===== config.mk =====
export PLATFORM = sky130hd
export DESIGN_NAME = asram_ctrl
export DESIGN_NICKNAME = d
export VERILOG_FILES = /design/src/rtl/asram_pkg.sv /design/src/rtl/asram_phase_timer.sv /design/src/rtl/asram_seq.sv /design/src/rtl/asram_io_regs.sv /design/src/rtl/asram_ctrl.sv
export SDC_FILE = /design/constraint.sdc
export NUM_CORES = 1
export LEC_CHECK = 0
export BUFFER_PORTS_ARGS = -buffer_cell sky130_fd_sc_hd__buf_2
export CORE_MARGIN = 5
export CORE_UTILIZATION = 40
export DETAILED_ROUTE_END_ITERATION = 7
export MAX_ROUTING_LAYER = met4
export PLACE_DENSITY = 0.8
export SYNTH_ARGS = -nofsm -noshare
export SYNTH_HDL_FRONTEND = slang
export SYNTH_HIERARCHICAL = 1
export SYNTH_SLANG_ARGS = --single-unit
export TNS_END_PERCENT = 100

===== constraint.sdc =====
create_clock -name clk -period 4.2 [get_ports clk]
set_input_delay 0.84 -clock clk [delete_from_list [all_inputs] [get_ports clk]]
set_output_delay 0.84 -clock clk [all_outputs]
set_load 0.02 [all_outputs]

===== src/rtl/asram_pkg.sv =====
package asram_pkg;

    typedef enum logic [2:0] {
        PH_IDLE,
        PH_RD,
        PH_GUARD,
        PH_WLOW,
        PH_WHIGH
    } phase_e;

    typedef struct packed {
        phase_e phase;
        logic   ce_n;
        logic   oe_n;
        logic   we_n;
        logic   dq_oe;
    } seq_state_t;

    // Whole cycles covering t_ps at the given period, never below one.
    function automatic int span_cycles(input int t_ps, input int period_ps);
        int c;
        c = (t_ps + period_ps - 1) / period_ps;
        return (c < 1) ? 1 : c;
    endfunction

    function automatic int max_of(input int a, input int b);
        return (a > b) ? a : b;
    endfunction

endpackage


===== src/rtl/asram_phase_timer.sv =====
module asram_phase_timer #(
    parameter int CNT_W = 4
) (
    input  logic             clk,
    input  logic             rst_n,
    input  logic             load,
    input  logic [CNT_W-1:0] load_val,
    output logic             last
);

    logic [CNT_W-1:0] cnt_d, cnt_q;

    always_comb begin
        cnt_d = cnt_q;
        if (load) begin
            cnt_d = load_val;
        end else if (cnt_q != '0) begin
            cnt_d = cnt_q - 1'b1;
        end
    end

    always_ff @(posedge clk) begin
        if (!rst_n) begin
            cnt_q <= '0;
        end else begin
            cnt_q <= cnt_d;
        end
    end

    assign last = (cnt_q == '0);

endmodule


===== src/rtl/asram_seq.sv =====
module asram_seq
    import asram_pkg::*;
#(
    parameter int CNT_W  = 4,
    parameter int RD_CYC = 2,
    parameter int TA_CYC = 1,
    parameter int WP_CYC = 1,
    parameter int WH_CYC = 1
) (
    input  logic             clk,
    input  logic             rst_n,
    input  logic             req,
    input  logic             req_we,
    input  logic             last,
    output logic             ready,
    output logic             accept,
    output logic             capture,
    output logic             load,
    output logic [CNT_W-1:0] load_val,
    output logic             ce_n,
    output logic             oe_n,
    output logic             we_n,
    output logic             dq_oe
);

    localparam logic [CNT_W-1:0] RD_LAST = CNT_W'(RD_CYC - 1);
    localparam logic [CNT_W-1:0] TA_LAST = CNT_W'(TA_CYC - 1);
    localparam logic [CNT_W-1:0] WP_LAST = CNT_W'(WP_CYC - 1);
    localparam logic [CNT_W-1:0] WH_LAST = CNT_W'(WH_CYC - 1);

    seq_state_t st_d, st_q;

    always_comb begin
        st_d     = st_q;
        accept   = 1'b0;
        capture  = 1'b0;
        load     = 1'b0;
        load_val = '0;
        unique case (st_q.phase)
            PH_IDLE: begin
                if (req) begin
                    accept = 1'b1;
                    load   = 1'b1;
                    st_d.ce_n = 1'b0;
                    if (req_we) begin
                        st_d.phase = PH_WLOW;
                        st_d.oe_n  = 1'b1;
                        st_d.we_n  = 1'b0;
                        st_d.dq_oe = 1'b1;
                        load_val   = WP_LAST;
                    end else begin
                        st_d.phase = PH_RD;
                        st_d.oe_n  = 1'b0;
                        st_d.we_n  = 1'b1;
                        st_d.dq_oe = 1'b0;
                        load_val   = RD_LAST;
                    end
                end
            end
            PH_RD: begin
                if (last) begin
                    capture    = 1'b1;
                    load       = 1'b1;
                    load_val   = TA_LAST;
                    st_d.phase = PH_GUARD;
                    st_d.ce_n  = 1'b1;
                    st_d.oe_n  = 1'b1;
                end
            end
            PH_GUARD: begin
                if (last) begin
                    st_d.phase = PH_IDLE;
                end
            end
            PH_WLOW: begin
                if (last) begin
                    load       = 1'b1;
                    load_val   = WH_LAST;
                    st_d.phase = PH_WHIGH;
                    st_d.we_n  = 1'b1;
                end
            end
            PH_WHIGH: begin
                if (last) begin
                    st_d.phase = PH_IDLE;
                    st_d.ce_n  = 1'b1;
                    st_d.dq_oe = 1'b0;
                end
            end
            default: begin
                st_d = '{phase: PH_IDLE, ce_n: 1'b1, oe_n: 1'b1, we_n: 1'b1, dq_oe: 1'b0};
            end
        endcase
    end

    always_ff @(posedge clk) begin
        if (!rst_n) begin
            st_q <= '{phase: PH_IDLE, ce_n: 1'b1, oe_n: 1'b1, we_n: 1'b1, dq_oe: 1'b0};
        end else begin
            st_q <= st_d;
        end
    end

    assign ready = (st_q.phase == PH_IDLE);
    assign ce_n  = st_q.ce_n;
    assign oe_n  = st_q.oe_n;
    assign we_n  = st_q.we_n;
    assign dq_oe = st_q.dq_oe;

    AST_WE_HIGH_IN_READ: assert property (@(posedge clk) disable iff (!rst_n)
        !oe_n |-> we_n);
    AST_OE_OFF_IN_WRITE: assert property (@(posedge clk) disable iff (!rst_n)
        !we_n |-> (oe_n && !ce_n));
    AST_NO_CONTENTION: assert property (@(posedge clk) disable iff (!rst_n)
        dq_oe |-> (oe_n && !ce_n));
    AST_READY_BUSY: assert property (@(posedge clk) disable iff (!rst_n)
        (req && ready) |=> !ready);

endmodule


===== src/rtl/asram_io_regs.sv =====
module asram_io_regs #(
    parameter int ADDR_W = 19,
    parameter int DATA_W = 8
) (
    input  logic              clk,
    input  logic              rst_n,
    input  logic              accept,
    input  logic              capture,
    input  logic              we_n,
    input  logic [ADDR_W-1:0] req_addr,
    input  logic [DATA_W-1:0] req_wdata,
    input  logic [DATA_W-1:0] dq_in,
    output logic [ADDR_W-1:0] addr,
    output logic [DATA_W-1:0] wdata,
    output logic [DATA_W-1:0] rdata,
    output logic              rvalid
);

    typedef struct packed {
        logic [ADDR_W-1:0] addr;
        logic [DATA_W-1:0] wdata;
        logic [DATA_W-1:0] rdata;
        logic              rvalid;
    } io_state_t;

    io_state_t io_d, io_q;

    always_comb begin
        io_d        = io_q;
        io_d.rvalid = capture;
        if (accept) begin
            io_d.addr  = req_addr;
            io_d.wdata = req_wdata;
        end
        if (capture) begin
            io_d.rdata = dq_in;
        end
    end

    always_ff @(posedge clk) begin
        if (!rst_n) begin
            io_q <= '0;
        end else begin
            io_q <= io_d;
        end
    end

    assign addr   = io_q.addr;
    assign wdata  = io_q.wdata;
    assign rdata  = io_q.rdata;
    assign rvalid = io_q.rvalid;

    AST_ADDR_STABLE: assert property (@(posedge clk) disable iff (!rst_n)
        (!we_n && $past(!we_n)) |-> ($stable(addr) && $stable(wdata)));
    AST_RVALID_PULSE: assert property (@(posedge clk) disable iff (!rst_n)
        rvalid |=> !rvalid);

endmodule


===== src/rtl/asram_ctrl.sv =====
module asram_ctrl
    import asram_pkg::*;
#(
    parameter int ADDR_W        = 19,
    parameter int DATA_W        = 8,
    parameter int CLK_PERIOD_PS = 10000,
    parameter int T_RCYC_PS     = 12000,
    parameter int T_AACC_PS     = 12000,
    parameter int T_OACC_PS     = 6000,
    parameter int T_OREL_PS     = 7000,
    parameter int T_WCYC_PS     = 12000,
    parameter int T_WPUL_PS     = 8000,
    parameter int T_AEND_PS     = 10000,
    parameter int T_DSET_PS     = 7000
) (
    input  logic              clk,
    input  logic              rst_n,
    input  logic              req,
    input  logic              req_we,
    input  logic [ADDR_W-1:0] req_addr,
    input  logic [DATA_W-1:0] req_wdata,
    output logic              ready,
    output logic [DATA_W-1:0] rdata,
    output logic              rvalid,
    output logic              mem_ce_n,
    output logic              mem_oe_n,
    output logic              mem_we_n,
    output logic [ADDR_W-1:0] mem_addr,
    output logic [DATA_W-1:0] mem_dq_out,
    input  logic [DATA_W-1:0] mem_dq_in,
    output logic              mem_dq_oe
);

    localparam int RD_CYC  = max_of(span_cycles(T_RCYC_PS, CLK_PERIOD_PS),
                             max_of(span_cycles(T_AACC_PS, CLK_PERIOD_PS),
                                    span_cycles(T_OACC_PS, CLK_PERIOD_PS)));
    localparam int TA_CYC  = span_cycles(T_OREL_PS, CLK_PERIOD_PS);
    localparam int WP_CYC  = max_of(span_cycles(T_WPUL_PS, CLK_PERIOD_PS),
                             max_of(span_cycles(T_AEND_PS, CLK_PERIOD_PS),
                                    span_cycles(T_DSET_PS, CLK_PERIOD_PS)));
    localparam int WC_CYC  = span_cycles(T_WCYC_PS, CLK_PERIOD_PS);
    localparam int WH_CYC  = max_of(1, WC_CYC - WP_CYC);
    localparam int MAX_CYC = max_of(max_of(RD_CYC, TA_CYC), max_of(WP_CYC, WH_CYC));
    localparam int CNT_W   = $clog2(MAX_CYC + 1);
    localparam int GRD_W   = $clog2(TA_CYC + 2);
    localparam logic [GRD_W-1:0] GRD_SAT = GRD_W'(TA_CYC + 1);

    logic             accept, capture, load, last;
    logic [CNT_W-1:0] load_val;

    asram_phase_timer #(.CNT_W(CNT_W)) u_timer (
        .clk      (clk),
        .rst_n    (rst_n),
        .load     (load),
        .load_val (load_val),
        .last     (last)
    );

    asram_seq #(
        .CNT_W  (CNT_W),
        .RD_CYC (RD_CYC),
        .TA_CYC (TA_CYC),
        .WP_CYC (WP_CYC),
        .WH_CYC (WH_CYC)
    ) u_seq (
        .clk      (clk),
        .rst_n    (rst_n),
        .req      (req),
        .req_we   (req_we),
        .last     (last),
        .ready    (ready),
        .accept   (accept),
        .capture  (capture),
        .load     (load),
        .load_val (load_val),
        .ce_n     (mem_ce_n),
        .oe_n     (mem_oe_n),
        .we_n     (mem_we_n),
        .dq_oe    (mem_dq_oe)
    );

    asram_io_regs #(.ADDR_W(ADDR_W), .DATA_W(DATA_W)) u_io (
        .clk       (clk),
        .rst_n     (rst_n),
        .accept    (accept),
        .capture   (capture),
        .we_n      (mem_we_n),
        .req_addr  (req_addr),
        .req_wdata (req_wdata),
        .dq_in     (mem_dq_in),
        .addr      (mem_addr),
        .wdata     (mem_dq_out),
        .rdata     (rdata),
        .rvalid    (rvalid)
    );

    // Cycles the output enable has been high, saturating; checks the turnaround.
    logic [GRD_W-1:0] grd_d, grd_q;

    always_comb begin
        grd_d = grd_q;
        if (!mem_oe_n) begin
            grd_d = '0;
        end else if (grd_q != GRD_SAT) begin
            grd_d = grd_q + 1'b1;
        end
    end

    always_ff @(posedge clk) begin
        if (!rst_n) begin
            grd_q <= GRD_SAT;
        end else begin
            grd_q <= grd_d;
        end
    end

    AST_TURNAROUND_GUARD: assert property (@(posedge clk) disable iff (!rst_n)
        $rose(mem_dq_oe) |-> (grd_q >= GRD_SAT));

endmodule


==> results of run 1 <==
[metal layers]
layer / wire (µm) / track usage
met5: 0 / -
met4: 27 / 0.03608
met3: 340 / 0.04535
met2: 1762 / 0.1953
met1: 1672 / 0.1555
[layout by cell type (no fill, tap or decap), drive strengths merged, types with 2 or more instances in the layout]
master,instances
mux2i,36
o21ai,4
inv,3
or4b,2
buf,79
dfxtp,45
o31ai,4
clkbuf,6
nor3,3
nand2b,3
nand3,4
nor2b,36
nor2,2
a21oi,2
clkinv,3
a21boi,2
a211oi,2
nand2,3
[registers in the layout, summed over array words and instances, names as in the netlist]
name,count
u_io/addr,19
u_io/rdata,8
u_io/rvalid,1
u_io/wdata,8
u_seq/ce_n,1
u_seq/dq_oe,1
u_seq/oe_n,1
u_seq/st_q,3
u_seq/we_n,1
u_timer/cnt_q,2
[cell type report]
type,instances,share of cell area
sequential,45,0.3778
timing repair buffer,79,0.1658
tap,54,0.02833
clock inverter,2,0.005771
multi-input combinational,118,0.3809
inverter,4,0.006821
clock buffer,6,0.03463
[per-stage QoR]
step           setup WS, ns  hold WS, ns  std cells
6_report              2.073       0.4683        308
3_3_place_gp          1.842       0.4656        300
4_1_cts               2.054       0.4723        308
3_5_place_dp          1.795       0.4609        300
2_1_floorplan         2.189       0.5023        179
5_1_grt               1.862       0.4876        308
[cells by family (layout without fill, tap and decap cells)]
kind of cell | Yosys count | after routing | synth area share
XOR/XNOR | 1 | 1 | 0.004570
AND/OR/NAND/NOR | 59 | 59 | 0.1939
adder cells (fa/ha/maj) | 1 | 1 | 0.006526
buffers and inverters | 16 | 91 | 0.05874
other | 1 | 1 | 0.001956
multiplexers | 37 | 37 | 0.1939
flip-flops | 45 | 45 | 0.4700
AO/OA/AOI/OAI | 19 | 19 | 0.07050
[power breakdown]
group | switching (µW) | internal, µW | total [µW]
Combinational | 224 | 175 | 399
Clock | 136 | 133 | 269
Sequential | 45.9 | 490 | 536
[worst max-delay path, cell delays in order (launching register included)]
cell	delay [ns]
dfxtp_1	0.33
inv_1	0.06
ha_1	0.42
nand2_1	0.17
nor3_2	0.71
mux2i_1	0.28
nor2b_1	0.06
[worst min-delay path by stage]
stage                   from             to  slack (ns)  cells after the start
5_1_grt          u_seq/dq_oe    u_seq/dq_oe        0.49                      2
3_5_place_dp     u_seq/dq_oe    u_seq/dq_oe        0.46                      2
4_1_cts          u_seq/dq_oe    u_seq/dq_oe        0.47                      2
6_report         u_seq/dq_oe    u_seq/dq_oe        0.47                      2
3_3_place_gp     u_seq/dq_oe    u_seq/dq_oe        0.47                      2
2_1_floorplan  u_seq/st_q[4]  u_seq/st_q[4]        0.50                      2
==> impl_metrics.tcl, run 1 <==
set metrics [dict create \
    final.period_utilization 0.5063 \
    crit_path_start "u_timer/cnt_q[0]" \
    synth_top_flop_cell "dfxtp_1" \
    drc 0 \
    n_antenna_cell 0 \
    core_um2 4692 \
    r2r_cells 6 \
    crit_fanout 13 \
    synth_top_area_cell "dfxtp_1" \
    vias 1463 \
    first_global_vias 1398 \
    yosysMostFrequentCell "dfxtp_1" \
    die_y_um 79.23 \
    ant_nets 0 \
    path_clk_slew_ns 0.08 \
    synth_area_um2 1917 \
    multi_input_area_um2 908.4 \
    track_usage 0.1262 \
    r2r-start "u_timer/cnt_q[0]" \
    setup_violations 0 \
    synth.distinct_cells 42 \
    fmax_ghz 0.4702 \
    crit_arrival_ns 2.31 \
    netlist_top_cells_count "45 x dfxtp_1, 36 x mux2i_1, 36 x nor2b_1" \
    die_w_um 79.23 \
    postPlaceCellArea_um2 2288 \
    nNetsFinal 293 \
    synth_edf_count 0 \
    grt_overflow 0 \
    gp_congestion 0.7970 \
    clockBufferDepth 2 \
    hold_viol_final 0 \
    drv_cap 0 \
    synthTopCellsByArea "dfxtp_1 47%, mux2i_1 19%, nor2b_1 12%, buf_12 2.1%, o31ai_1 1.2%" \
    io_pins 80 \
    pwr_density_cell_nw_per_um2 505.1 \
    hold_buffers 0 \
    yosys_warnings 6 \
    avgRoutedWirePerCell_um 12.35 \
    rrSetupSlack_ns 2.07 \
    start_kind "register" \
    cts_resized 0 \
    fill_cells 457 \
    avgSynthCellArea_um2 10.71 \
    drt_wl_total_mm 3.803 \
    antenna_found_initial 0 \
    cts_root_buffer "clkbuf_8" \
    clk_latency_ns 0.29 \
    grt_pass1_wl_mm 6.223 \
    async_flop_share 0 \
    ys_seq_area_frac 0.4700 \
    area_growth_pct 24.41 \
    tightest_slew_ns 0.8995 \
    htreeDepth 2 \
    hold_class "register to register" \
    die_area_um2 6277 \
    synth-seq-cells 45 \
    period_needed_ns 2.127 \
    yosysTopAreaCellShare 0.4700 \
    fin_util 0.5083 \
    start_util 0.4085 \
    skew_ns 0.006290 \
    r2r-end "u_io/rdata[3]" \
    rsz0062_at_grt "false" \
    syn_inst 179 \
    viasPerCell 4.750 \
    syn_nets 219 \
    io_buffers 79 \
    cp-end-kind "register" \
    fin_total_pwr_uw 1205 \
    ir_drop_mv 0.2093 \
    rows 25 \
    cts_buffers 5 \
    fin_tns_setup_ns 0 \
    cp-endpoint "u_io/rdata[3]" \
    slew_violations 0 \
    dp_hpwl_mm 2.745 \
    slew_headroom 0.3971 \
    p_leak_uw 0.001084 \
    drive_above_1_share 0.3740 \
    seq_area_um2 900.9 \
    required_ns 4.39 \
    timing_worst_setup_path_type "register to register" \
    first_iter_violations 55 \
    status "finished, final reports clean" \
    tritoncts "done" \
    grt_max_degree 47 \
    firstDrtPassIters 4 \
    stdcell_area_um2 2385 \
    cts_setup_buffers 0 \
    clock_sinks 45 \
]
Power figures use the tool's default switching activity.
==> inputs of run 2 (changes only) <==
ABC_AREA = 1   (was default)
PLACE_DENSITY = 0.78   (was 0.8)
clock period = 2.2 ns   (was 4.2 ns; I/O delays follow)
==> run 2 against run 1 <==
Against the previous run: sequential power increased by 120%; clock power increased by 140%; clock-buffer cell count did not move; largest cell class is now flip-flops and latches; critical endpoint is now ready; cell area rose by 8.4%; die area rose by 7.5%; first-iteration DRC count rose by 24%; cell count rose by 48%; critical path depth fell by 2; sequential share of layout area decreased by 2.9 points; largest power group is now combinational cells; synthesized cell count increased by 74%.
==> impl_metrics.tcl, run 2 <==
set metrics [dict create \
    min_to "u_io/addr[3]" \
    cts_buffers 5 \
    first_iter_violations 68 \
    ant_nets 0 \
    fin_util 0.5094 \
    drt_wl_total_mm 4.313 \
    dp_hpwl_mm 3.155 \
    track_usage 0.1353 \
    fmax_ghz 0.6048 \
    yosysTopAreaCellShare 0.4330 \
    required_ns 1.76 \
    ir_drop_mv 0.6379 \
    n_antenna_cell 0 \
    hold_buffers 0 \
    gp_congestion 0.8985 \
    setup_violations 0 \
    die_y_um 82.13 \
    clockBufferDepth 2 \
    synth_top_area_cell "dfxtp_1" \
    path_cells "nor2_4 > nand2_4 > inv_2 > buf_2" \
    grt_max_degree 55 \
    tritoncts "done" \
    avgRoutedWirePerCell_um 9.438 \
    synthTopCellsByArea "dfxtp_1 43%, nand2_1 16%, nor2_1 14%, inv_1 8.5%, buf_6 4.3%" \
    synth_area_um2 2081 \
    clock_sinks 45 \
    start_util 0.4100 \
    yosysMostFrequentCell "nand2_1" \
    synth_top_flop_cell "dfxtp_1" \
    antenna_found_initial 0 \
    netlist_top_cells_count "91 x nand2_1, 75 x nor2_1, 47 x inv_1" \
    io_pins 80 \
    critPathMaxStageDelay_ns 0.41 \
    vias 1918 \
    slew_headroom 0.5009 \
    synth_edf_count 0 \
    rrSetupSlack_ns 0.66 \
    synth.distinct_cells 24 \
    slew_violations 0 \
    hold_viol_final 0 \
    drc 0 \
    syn_nets 352 \
    status "finished, final reports clean" \
    cp-end-kind "primary output" \
    start_kind "register" \
    hold_start "req_addr[3]" \
    layout_common_cells "91 x nand2_1, 79 x buf_2, 75 x nor2_1" \
    first_global_vias 1698 \
    crit_slowest_cell "dfxtp_1" \
    clk_latency_ns 0.29 \
    drive_above_1_share 0.2584 \
    path_clk_slew_ns 0.09 \
    rsz0062_at_grt "false" \
    die_area_um2 6745 \
    drv_cap 0 \
    firstDrtPassIters 4 \
    r2r-end "u_timer/cnt_q[1]" \
    hold_depth 5 \
    rows 26 \
    r2r-start "u_timer/cnt_q[0]" \
    fill_cells 523 \
    avgSynthCellArea_um2 6.669 \
    final_common_cell "nand2_1" \
    ys_seq_area_frac 0.4330 \
    tightest_slew_ns 0.7487 \
    multi_input_area_um2 863.3 \
    synth-seq-cells 45 \
    final.period_utilization 0.7515 \
    viasPerCell 4.197 \
    period_needed_ns 1.653 \
    syn_inst 312 \
    grt_pass1_wl_mm 7.058 \
    pwr_density_cell_nw_per_um2 1264 \
    cts_setup_buffers 0 \
    timing_worst_setup_path_type "register to primary output" \
    yosys_warnings 6 \
    fin_tns_setup_ns 0 \
    cts_resized 0 \
    p_leak_uw 0.001488 \
    largest_reg_flops 19 \
    crit_arrival_ns 1.21 \
    core_um2 5075 \
    skew_ns 0.004658 \
    grt_overflow 0 \
    crit_fanout 8 \
    r2r_cells 7 \
    nNetsFinal 426 \
    die_w_um 82.13 \
    area_growth_pct 24.23 \
    io_buffers 79 \
    seq_area_um2 900.9 \
    cts_root_buffer "clkbuf_8" \
    hold_class "input port to register" \
    async_flop_share 0 \
    htreeDepth 2 \
]
==> run 2: cell count changes after synthesis, sizes merged, moves of 6 or more <==
| cell | previous run | this run |
|---|---|---|
| nand2 | 3 | 92 |
| mux2i | 36 | 0 |
| nor2b | 36 | 0 |
| nand3 | 4 | 14 |
| buf | 8 | 14 |
| nor2 | 2 | 77 |
| inv | 3 | 50 |
==> run 2: layer usage <==
metal / vias to the layer above / global-route usage / share of wire
met5: - / - / 0
met4: 0 / 0.03987 / 0.017
met3: 8 / 0.04338 / 0.090
met2: 58 / 0.2294 / 0.44
met1: 796 / 0.1525 / 0.45
li1: 1056 / - / -
==> run 2: logic make-up after synthesis <==
logic type / synth area share
simple gates: 0.3662
other cells: 0.001802
flops: 0.4330
buf+inv: 0.1551
compound gates: 0.03789
fa+ha+maj: 0.006012
==> run 2: worst max path at each step <==
stage | slack, ns | depth (start not counted) | start | endpoint
after floorplan | 0.80 | 9 | u_timer/cnt_q[0] | u_io/rdata[6]
after global routing | 0.46 | 4 | u_seq/st_q[6] | ready
after CTS | 0.53 | 4 | u_seq/st_q[6] | ready
after global placement | 0.73 | 3 | rst_n | u_timer/cnt_q[0]
after detailed placement | 0.67 | 7 | u_timer/cnt_q[0] | u_timer/cnt_q[1]
final | 0.55 | 4 | u_seq/st_q[6] | ready
==> run 2: power breakdown <==
group / switching (µW) / leakage (µW) / internal, µW / total, µW
logic: 915 / 0.00106 / 516 / 1430
clock network: 278 / 0.0000574 / 369 / 647
registers: 142 / 0.000371 / 1050 / 1190
total: 1330 / 0.00149 / 1930 / 3270
==> run 2: layout make-up <==
cell class,instances,area share
Clock inverter,2,0.01452
Inverter,50,0.07357
Timing Repair Buffer,81,0.1636
Clock buffer,6,0.03195
Sequential cell,45,0.3485
Multi-Input combinational cell,203,0.3340
Tap cell,70,0.03388
==> run 2: metrics by stage <==
stage                     instance area [µm²]  hold slack (ns)  total power (µW)  std cells  setup slack [ns]
after detailed placement                 2465           0.4386              2654        449            0.6717
after global routing                     2585           0.4290              3554        457            0.4619
final                                    2585           0.4258              3268        457            0.5466
after global placement                   2465           0.4355              2615        449            0.7279
after floorplan                          2081           0.4899              2332        312            0.7969
after CTS                                2585           0.4207              3310        457            0.5279
==> run 2: worst max-delay path: cells and delay by family, from the launching register on <==
| family | cells | cell delay (ns) |
|---|---|---|
| buffers and inverters | 2 | 0.21 |
| flip-flops | 1 | 0.41 |
| AND/OR/NAND/NOR | 2 | 0.29 |
==> inputs of run 3 (changes only) <==
ABC_AREA = 0   (was 1)
PLACE_DENSITY = 0.8   (was 0.78)
clock period = 1.63 ns   (was 2.2 ns; I/O delays follow)
==> run 3 against run 2 <==
Against the previous run: sequential share of layout area increased by 1.6 points; combinational power is 16% lower; first-iteration DRC count shrank 44%; worst hold slack got worse by 0.14 ns; worst setup slack worse by 0.47 ns; clock power rose by 7.7%; sequential cell count unchanged; critical path depth rose by 1; die area decreased by 6.9%; routed wire length decreased by 7.0%; largest power group is now sequential cells; highest routed layer unchanged.
==> impl_metrics.tcl, run 3 (synthesized netlist as in run 1, its figures left out) <==
set metrics [dict create \
    dp_hpwl_mm 2.955 \
    clock_sinks 45 \
    grt_max_degree 29 \
    drt_wl_total_mm 4.012 \
    status "finished, final reports clean" \
    dpl.cell_count 309 \
    cp-end-kind "register" \
    die_y_um 79.23 \
    vias 1487 \
    r2r-end "u_io/addr[7]" \
    fill_cells 436 \
    core_um2 4692 \
    rsz0062_at_grt "false" \
    viasPerCell 4.691 \
    period_needed_ns 1.549 \
    n_antenna_cell 0 \
    cts_setup_buffers 0 \
    io_pins 80 \
    hold_buffers 0 \
    p_leak_uw 0.001130 \
    fin_tns_setup_ns 0 \
    die_area_um2 6277 \
    r2r-start "u_seq/st_q[6]" \
    path_clk_slew_ns 0.09 \
    drive_above_1_share 0.3992 \
    pwr_density_cell_nw_per_um2 1313 \
    cts_root_buffer "clkbuf_8" \
    critPathMaxStageDelay_ns 0.54 \
    hold_class "input port to register" \
    crit_fanout 28 \
    final.period_utilization 0.9506 \
    skew_ns 0.003346 \
    antenna_found_initial 0 \
    layout_common_cells "79 x buf_2, 45 x dfxtp_1, 36 x mux2i_1, 36 x nor2b_1, 7 x buf_4" \
    first_iter_violations 38 \
    timing_worst_setup_path_type "register to register" \
    start_util 0.4085 \
    clockBufferDepth 2 \
    first_global_vias 1408 \
    cts_buffers 5 \
    required_ns 1.82 \
    start_kind "register" \
    area_growth_pct 29.05 \
    avgRoutedWirePerCell_um 12.66 \
    slew_violations 0 \
    clk_latency_ns 0.29 \
    die_w_um 79.23 \
    hold_depth 3 \
    layout.cells.non_filler 317 \
    stdcell_area_um2 2474 \
    final_common_cell "buf_2" \
    fin_total_pwr_uw 3249 \
    path_cells "or4b_4 > clkinv_2 > buf_12 > mux2i_1 > nor2b_1" \
    rows 25 \
    cts_resized 0 \
    largest_reg_flops 19 \
    tritoncts "done" \
    ant_nets 0 \
    crit_path_start "u_seq/st_q[6]" \
    fmax_ghz 0.6454 \
    track_usage 0.1321 \
    io_buffers 79 \
    grt_overflow 0 \
    firstDrtPassIters 4 \
    grt_pass1_wl_mm 6.486 \
    hold_viol_final 0 \
    htreeDepth 2 \
    hold_start "mem_dq_in[7]" \
    nNetsFinal 302 \
    setup_violations 0 \
    rrSetupSlack_ns 0.08 \
    whs_ns 0.2832 \
    postPlaceCellArea_um2 2381 \
    drv_cap 0 \
    ir_drop_mv 0.5608 \
    min_to "u_io/rdata[7]" \
    r2r_cells 5 \
    crit_arrival_ns 1.74 \
    crit_slowest_cell "or4b_4" \
    drc 0 \
    gp_congestion 0.7573 \
]
-- run 3: cell count changes in the layout (fill, tap and decap cells not counted), moves of 3 or more --
| cell | before | now |
|---|---|---|
| nand2_1 | 91 | 3 |
| nor2_1 | 75 | 2 |
| inv_1 | 47 | 2 |
| mux2i_1 | 0 | 36 |
| nor2b_1 | 0 | 36 |
| nand3_1 | 11 | 4 |
| buf_4 | 1 | 7 |
| a21oi_1 | 6 | 2 |
| nand3_2 | 3 | 0 |
-- run 3: routing by layer --
layer,share of wire,routed length (µm),global-route usage
met1,0.42,1694,0.1582
met2,0.48,1931,0.2088
met3,0.088,352,0.04535
met4,0.0085,34,0.04296
met5,0,0,-
-- run 3: worst max path at each step --
stage               slack [ns]  cells past startpoint       endpoint
detailed placement        0.05                      6   u_io/addr[7]
global route              0.02                      5  u_io/wdata[1]
CTS                       0.08                      5   u_io/addr[7]
finish                    0.08                      5   u_io/addr[7]
floorplan                 0.03                      6   u_io/addr[0]
global placement          0.08                      6   u_io/addr[5]
-- run 3: area by class of cell --
| class | instances | area, µm² | area share |
|---|---|---|---|
| clock buffer | 5 | 68.82 | 0.02782 |
| multi-input combinational | 118 | 910.9 | 0.3682 |
| sequential | 45 | 900.9 | 0.3642 |
| inverter | 4 | 16.27 | 0.006576 |
| timing repair buffer | 88 | 488.0 | 0.1973 |
| tap | 54 | 67.56 | 0.02731 |
| clock inverter | 3 | 21.27 | 0.008599 |
-- run 3: report_power, final --
part | switching [µW] | internal, µW
sequential | 80.0 | 1270
clock | 393 | 304
combinational | 656 | 548
total | 1130 | 2120
-- run 3: critical path, delay by kind of cell, from the launching register on --
family                 cells  cell delay, ns
buffers and inverters      2            0.27
DFF                        1            0.32
muxes                      1            0.23
and+or+nand+nor            2            0.60
-- run 3: through the flow --
stage,worst slack (ns),utilization
floorplan,0.02896,-
global placement,0.08114,0.5075
detailed placement,0.04838,0.5075
CTS,0.07742,0.5267
global route,0.02151,0.5272
finish,0.08057,0.5272
